**src/rtl/pci_par_pkg.sv**
```systemverilog
package pci_par_pkg;

  typedef enum logic [1:0] {
    EVT_NONE    = 2'd0,
    EVT_ADDR    = 2'd1,
    EVT_RD_DATA = 2'd2,
    EVT_WR_PERR = 2'd3
  } par_evt_e;

  typedef struct packed {
    logic valid;  // a phase transferred
    logic addr;   // it was an address phase
    logic drv;    // this agent was the source
    logic mst;    // this agent is initiator
    logic wr;     // write transaction
  } phase_info_t;

endpackage

```
**src/rtl/pci_par_gen.sv**
```systemverilog
module pci_par_gen
  import pci_par_pkg::*;
#(
  parameter int AD_W = 32,
  parameter int BE_W = 4
) (
  input  logic            clk,
  input  logic            rst_n,
  input  logic [AD_W-1:0] ad_i,
  input  logic [BE_W-1:0] cbe_n_i,
  input  logic            addr_phase_i,
  input  logic            data_xfer_i,
  input  logic            drive_ad_i,
  input  logic            master_i,
  input  logic            write_i,
  output logic            par_o,
  output logic            par_oe_o,
  output phase_info_t     s1_info_o,
  output logic            s1_parity_o
);

  localparam int LINE_W = AD_W + BE_W;

  function automatic logic calc_even_par(input logic [LINE_W-1:0] lines);
    logic acc;
    acc = 1'b0;
    for (int i = 0; i < LINE_W; i++) acc = acc ^ lines[i];
    return acc;
  endfunction

  logic        lines_par;
  phase_info_t cur_info;

  assign lines_par      = calc_even_par({ad_i, cbe_n_i});
  assign cur_info.valid = addr_phase_i | data_xfer_i;
  assign cur_info.addr  = addr_phase_i;
  assign cur_info.drv   = drive_ad_i;
  assign cur_info.mst   = master_i;
  assign cur_info.wr    = write_i;

  always_ff @(posedge clk) begin
    if (!rst_n) begin
      par_o       <= 1'b0;
      par_oe_o    <= 1'b0;
      s1_info_o   <= '0;
      s1_parity_o <= 1'b0;
    end else begin
      par_o       <= lines_par;
      par_oe_o    <= drive_ad_i;
      s1_info_o   <= cur_info;
      s1_parity_o <= lines_par;
    end
  end


  par_matches_chk: assert property (@(posedge clk) disable iff (!rst_n)
    $past(rst_n) |-> (par_o == ^{$past(ad_i), $past(cbe_n_i)}));


  par_oe_follows_chk: assert property (@(posedge clk) disable iff (!rst_n)
    $past(rst_n) |-> (par_oe_o == $past(drive_ad_i)));

endmodule

```
**src/rtl/pci_par_check.sv**
```systemverilog
module pci_par_check
  import pci_par_pkg::*;
(
  input  logic        clk,
  input  logic        rst_n,
  input  phase_info_t s1_info_i,
  input  logic        s1_parity_i,
  input  logic        par_i,
  input  logic        perr_resp_en_i,
  input  logic        serr_en_i,
  output logic        perr_n_o,
  output logic        serr_n_o,
  output logic        addr_err_o,
  output logic        rd_err_o,
  output logic        wr_watch_o
);

  logic rx_err;
  logic data_err;

  // only phases received by this agent are checked
  assign rx_err     = s1_info_i.valid & ~s1_info_i.drv & (s1_parity_i ^ par_i);
  assign addr_err_o = rx_err & s1_info_i.addr;
  assign data_err   = rx_err & ~s1_info_i.addr;
  assign rd_err_o   = data_err & s1_info_i.mst & ~s1_info_i.wr;

  always_ff @(posedge clk) begin
    if (!rst_n) begin
      perr_n_o   <= 1'b1;
      serr_n_o   <= 1'b1;
      wr_watch_o <= 1'b0;
    end else begin
      perr_n_o   <= ~(data_err & perr_resp_en_i);
      serr_n_o   <= ~(addr_err_o & serr_en_i);
      wr_watch_o <= s1_info_i.valid & ~s1_info_i.addr & s1_info_i.drv
                    & s1_info_i.mst & s1_info_i.wr;
    end
  end


  perr_gate_chk: assert property (@(posedge clk) disable iff (!rst_n)
    !perr_n_o |-> $past(perr_resp_en_i));


  serr_gate_chk: assert property (@(posedge clk) disable iff (!rst_n)
    !serr_n_o |-> ($past(serr_en_i) && $past(s1_info_i.addr)));


  no_check_driven_chk: assert property (@(posedge clk) disable iff (!rst_n)
    (!perr_n_o || !serr_n_o) |-> $past(s1_info_i.valid && !s1_info_i.drv));


  no_dual_err_chk: assert property (@(posedge clk) disable iff (!rst_n)
    !(!perr_n_o && !serr_n_o));


  reset_release_chk: assert property (@(posedge clk) disable iff (!rst_n)
    $past(!rst_n) |-> (perr_n_o && serr_n_o && !wr_watch_o));

endmodule

```
**src/rtl/pci_err_event.sv**
```systemverilog
module pci_err_event
  import pci_par_pkg::*;
(
  input  logic     clk,
  input  logic     rst_n,
  input  logic     addr_err_i,
  input  logic     rd_err_i,
  input  logic     wr_watch_i,
  input  logic     perr_n_i,
  output logic     evt_valid_o,
  output par_evt_e evt_type_o
);

  logic     wr_hit;
  par_evt_e next_type;

  assign wr_hit = wr_watch_i & ~perr_n_i;

  // own detections take precedence over a target report
  always_comb begin
    if (addr_err_i)      next_type = EVT_ADDR;
    else if (rd_err_i)   next_type = EVT_RD_DATA;
    else if (wr_hit)     next_type = EVT_WR_PERR;
    else                 next_type = EVT_NONE;
  end

  always_ff @(posedge clk) begin
    if (!rst_n) begin
      evt_valid_o <= 1'b0;
      evt_type_o  <= EVT_NONE;
    end else begin
      evt_valid_o <= addr_err_i | rd_err_i | wr_hit;
      evt_type_o  <= next_type;
    end
  end


  wr_evt_src_chk: assert property (@(posedge clk) disable iff (!rst_n)
    (evt_type_o == EVT_WR_PERR) |-> ($past(wr_watch_i) && !$past(perr_n_i)));


  own_first_chk: assert property (@(posedge clk) disable iff (!rst_n)
    $past(rst_n && addr_err_i) |-> (evt_type_o == EVT_ADDR));


  evt_type_idle_chk: assert property (@(posedge clk) disable iff (!rst_n)
    !evt_valid_o |-> (evt_type_o == EVT_NONE));

endmodule

```
**src/rtl/pci_parity_guard.sv**
```systemverilog
module pci_parity_guard
  import pci_par_pkg::*;
#(
  parameter int AD_W = 32,
  parameter int BE_W = 4
) (
  input  logic            clk,
  input  logic            rst_n,
  input  logic [AD_W-1:0] ad_i,
  input  logic [BE_W-1:0] cbe_n_i,
  input  logic            par_i,
  input  logic            addr_phase_i,
  input  logic            data_xfer_i,
  input  logic            drive_ad_i,
  input  logic            master_i,
  input  logic            write_i,
  input  logic            perr_n_i,
  input  logic            perr_resp_en_i,
  input  logic            serr_en_i,
  output logic            par_o,
  output logic            par_oe_o,
  output logic            perr_n_o,
  output logic            serr_n_o,
  output logic            evt_valid_o,
  output logic [1:0]      evt_type_o
);

  phase_info_t s1_info;
  logic        s1_parity;
  logic        addr_err;
  logic        rd_err;
  logic        wr_watch;
  par_evt_e    evt_type;

  pci_par_gen #(.AD_W(AD_W), .BE_W(BE_W)) u_gen (
    .clk          (clk),
    .rst_n        (rst_n),
    .ad_i         (ad_i),
    .cbe_n_i      (cbe_n_i),
    .addr_phase_i (addr_phase_i),
    .data_xfer_i  (data_xfer_i),
    .drive_ad_i   (drive_ad_i),
    .master_i     (master_i),
    .write_i      (write_i),
    .par_o        (par_o),
    .par_oe_o     (par_oe_o),
    .s1_info_o    (s1_info),
    .s1_parity_o  (s1_parity)
  );

  pci_par_check u_check (
    .clk            (clk),
    .rst_n          (rst_n),
    .s1_info_i      (s1_info),
    .s1_parity_i    (s1_parity),
    .par_i          (par_i),
    .perr_resp_en_i (perr_resp_en_i),
    .serr_en_i      (serr_en_i),
    .perr_n_o       (perr_n_o),
    .serr_n_o       (serr_n_o),
    .addr_err_o     (addr_err),
    .rd_err_o       (rd_err),
    .wr_watch_o     (wr_watch)
  );

  pci_err_event u_event (
    .clk         (clk),
    .rst_n       (rst_n),
    .addr_err_i  (addr_err),
    .rd_err_i    (rd_err),
    .wr_watch_i  (wr_watch),
    .perr_n_i    (perr_n_i),
    .evt_valid_o (evt_valid_o),
    .evt_type_o  (evt_type)
  );

  assign evt_type_o = evt_type;


  rd_evt_without_enable_chk: assert property (@(posedge clk) disable iff (!rst_n)
    (evt_type_o == 2'd2) |-> serr_n_o);


  target_no_evt_chk: assert property (@(posedge clk) disable iff (!rst_n)
    $past(rst_n && s1_info.valid && !s1_info.mst && !s1_info.addr) |->
      (evt_type_o != 2'd2));

endmodule

```
**config.mk**
```make
export PLATFORM = sky130hd
export DESIGN_NAME = pci_parity_guard
export DESIGN_NICKNAME = d
export VERILOG_FILES = /design/src/rtl/pci_par_pkg.sv /design/src/rtl/pci_par_gen.sv /design/src/rtl/pci_par_check.sv /design/src/rtl/pci_err_event.sv /design/src/rtl/pci_parity_guard.sv
export SDC_FILE = /design/constraint.sdc
export NUM_CORES = 1
export LEC_CHECK = 0
export BUFFER_PORTS_ARGS = -buffer_cell sky130_fd_sc_hd__buf_2
export CORE_ASPECT_RATIO = 1.2
export CORE_UTILIZATION = 30
export DETAILED_ROUTE_END_ITERATION = 16
export PLACE_DENSITY = 0.67
export SLEW_MARGIN = 20
export SYNTH_ARGS = -nofsm -noshare
export SYNTH_HDL_FRONTEND = slang
export SYNTH_HIERARCHICAL = 1
export SYNTH_SLANG_ARGS = --single-unit
```
**constraint.sdc**
```tcl
create_clock -name clk -period 1.3 [get_ports clk]
set_input_delay 0.195 -clock clk [delete_from_list [all_inputs] [get_ports clk]]
set_output_delay 0.195 -clock clk [all_outputs]
set_load 0.005 [all_outputs]
```
==> flow_metrics.env <==
export IMPL_status="finished, final reports clean"
export IMPL_ys_async_sr_fraction=0
export IMPL_synth_top_cell_by_area="dfxtp_1"
export IMPL_area_growth_pct=49.8
export IMPL_finClkSkew_ns=0.00394
export IMPL_syn_nets=125
export IMPL_rsz0062_at_grt="false"
export IMPL_cts_max_path_buffers=2
export IMPL_drt_wl_total_um=1430
export IMPL_hold_ws_ns=0.133
export IMPL_slew_headroom=0.723
export IMPL_fmax_mhz=821
export IMPL_setup_viol=0
export IMPL_path_max_fanout=2
export IMPL_crit_slowest_cell="xnor3_1"
export IMPL_yosys_most_used_dff="dfxtp_1"
export IMPL_setup_worst_path_end_class="flip-flop"
export IMPL_synth_area_top_cells="dfxtp_1 31%, xnor2_1 31%, xnor3_1 5.9%, xor2_1 5.7%, and2_1 3.3%"
export IMPL_tns_ns=0
export IMPL_port_buffers=53
export IMPL_powerDensity_mw_per_mm2=1040
export IMPL_cp_top_family="XOR/XNOR gates"
export IMPL_cts_resized=0
export IMPL_yosysWarnings=6
export IMPL_cts_made_buffers=3
export IMPL_vias=698
export IMPL_start_kind="input port"
export IMPL_pin_count=54
export IMPL_worst_slew_pin_slew_ns=0.411
export IMPL_clkSinkCount=12
export IMPL_fin_nets=183
export IMPL_postSynthCellCount=78
export IMPL_peakVddDrop_mv=0.505
export IMPL_arrival_ns=1.42
export IMPL_finalCriticalPeriod_ns=1.22
export IMPL_synth_seq_cells=12
export IMPL_path_clk_slew_ns=0.07
export IMPL_synth_edf_count=0
export IMPL_ys_seq_area_frac=0.315
export IMPL_drive_above_1_share=0.481
export IMPL_route_detailed_drc=0
export IMPL_cts_hold_buf=0
export IMPL_dp_hpwl_um=1290
export IMPL_hold_path_class="input port to flip-flop"
export IMPL_yosys_area_top_type_share=0.315
export IMPL_start_util=0.324
export IMPL_cp_data_required_time_ns=1.50
export IMPL_antenna_found_initial=0
export IMPL_die_h_um=57.3
export IMPL_antenna_left=0
export IMPL_dr_pass1_iters=4
export IMPL_critical_path_class="input port to flip-flop"
export IMPL_rows=19
export IMPL_finalCritPeriodShare=0.937
export IMPL_netlist_area_um2=763
export IMPL_dpl_cell_area_mm2=0.00111
export IMPL_cts_tree="built"
export IMPL_slowest_delay_ns=0.43
export IMPL_finalHoldViolCount=0
export IMPL_wire_per_inst_um=8.60
export IMPL_die_w_um=48.0
export IMPL_ys_types=22
export IMPL_diodes=0
export IMPL_grt_pass1_vias=679
export IMPL_fp_coreArea_mm2=0.00235
export IMPL_finalInstanceArea_mm2=0.00114
export IMPL_groute_usage_overall=0.119
export IMPL_power_leakage_nw=0.541
export IMPL_fillerInstances=222
export IMPL_die_area_mm2=0.00275
export IMPL_grt_pass1_wl_um=2400
export IMPL_clkLatencyLatePin_ns=0.27
export IMPL_path_cells="buf_2 -> xnor2_4 -> xnor2_1 -> xnor3_1 -> or2_4 -> mux2i_1"
export IMPL_root_buffer="clkbuf_4"
export IMPL_yosysMostFrequentCell="xnor2_1"
export IMPL_via_per_inst=4.20
export IMPL_cp_num_buf_inv=1
export IMPL_slew_viol_final=0
export IMPL_ys_top_cells_by_count="27 x xnor2_1, 12 x dfxtp_1, 5 x xor2_1"
export IMPL_synth_area_per_cell_um2=9.79
export IMPL_cts_htree_levels=1
export IMPL_drv_cap=0
export IMPL_grt_ovfl_total=0
export IMPL_gp_congestion=0.794
export IMPL_grt_max_degree=9
export IMPL_drtIter0Drc=9
export IMPL_post_cts_buffers=0
==> worst paths after layout <==
check                                         from                    end  slack, ns  cells past startpoint
worst max register to register  u_gen/s1_info_o[2]  u_event/evt_type_o[0]       0.10                      4
worst min register to register  u_gen/s1_info_o[1]     u_check/wr_watch_o       0.47                      2
worst min-delay path                       write_i     u_gen/s1_info_o[0]       0.13                      2
worst max-delay path                      ad_i[16]      u_gen/s1_parity_o       0.08                      6
==> worst register-to-register path, cell delays in order, from the launching register on <==
cell      delay [ns]
dfxtp_1         0.31
nand2b_1        0.15
nor4_1          0.41
nand2b_1        0.18
o21ai_2         0.05
==> report_power, final <==
group	switching, mW	total [mW]	internal [mW]
Sequential	0.0177	0.412	0.395
Clock	0.116	0.286	0.170
Combinational	0.174	0.492	0.317
==> final cells by class <==
cell class	count	area (µm²)	share of cell area
multi-input combinational	62	541	0.473
timing repair buffer	55	280	0.245
sequential	12	240	0.210
tap	31	38.8	0.0339
clock buffer	4	36.3	0.0317
inverter	2	7.51	0.00656
==> per-layer routing <==
layer | vias up | wire (µm) | part of all wire | track usage
met1 | 299 | 525 | 0.37 | 0.119
met4 | 0 | 12 | 0.0084 | 0.0476
met3 | 2 | 104 | 0.073 | 0.0190
met5 | - | 0 | 0 | 0
li1 | 362 | - | - | -
met2 | 35 | 784 | 0.55 | 0.226
==> cell usage in the layout, fill, tap and decap left out, types with 2 or more instances in the layout <==
| cell type | Yosys | layout |
|---|---|---|
| inv_1 | 2 | 2 |
| nand2b_1 | 4 | 4 |
| xnor3_1 | 2 | 2 |
| buf_2 | 0 | 53 |
| buf_4 | 2 | 2 |
| dfxtp_1 | 12 | 12 |
| xor2_1 | 5 | 5 |
| and2_1 | 4 | 4 |
| nor2_1 | 4 | 4 |
| and3_1 | 2 | 2 |
| nand2_1 | 3 | 3 |
| clkbuf_4 | 0 | 3 |
| xnor2_1 | 27 | 25 |
| xnor2_4 | 0 | 2 |
==> through the flow <==
step	util	power, mW	std cells	setup WS (ns)
6_report	0.486	1.19	166	0.0814
5_1_grt	0.486	1.27	166	0.0212
4_1_cts	0.486	1.20	166	0.0636
3_5_place_dp	0.470	0.916	162	-0.187
3_3_place_gp	0.470	0.908	162	-0.149
2_1_floorplan	-	0.795	78	0.00868
==> sequential cells by signal, indices dropped and copies added (netlist names) <==
signal,flops
u_check/wr_watch_o,1
u_event/evt_valid_o,1
u_event/evt_type_o,2
u_gen/s1_parity_o,1
u_check/serr_n_o,1
u_gen/s1_info_o,5
u_check/perr_n_o,1
==> cell families (layout without fill, tap and decap cells) <==
logic type | count (synthesis) | after routing | synth area share
xor+xnor | 34 | 34 | 0.426
simple gates | 24 | 24 | 0.184
flops | 12 | 12 | 0.315
buf+inv | 4 | 61 | 0.0295
compound gates | 3 | 3 | 0.0328
mux | 1 | 1 | 0.0131
Note: power is estimated with default switching activity, not from simulation.
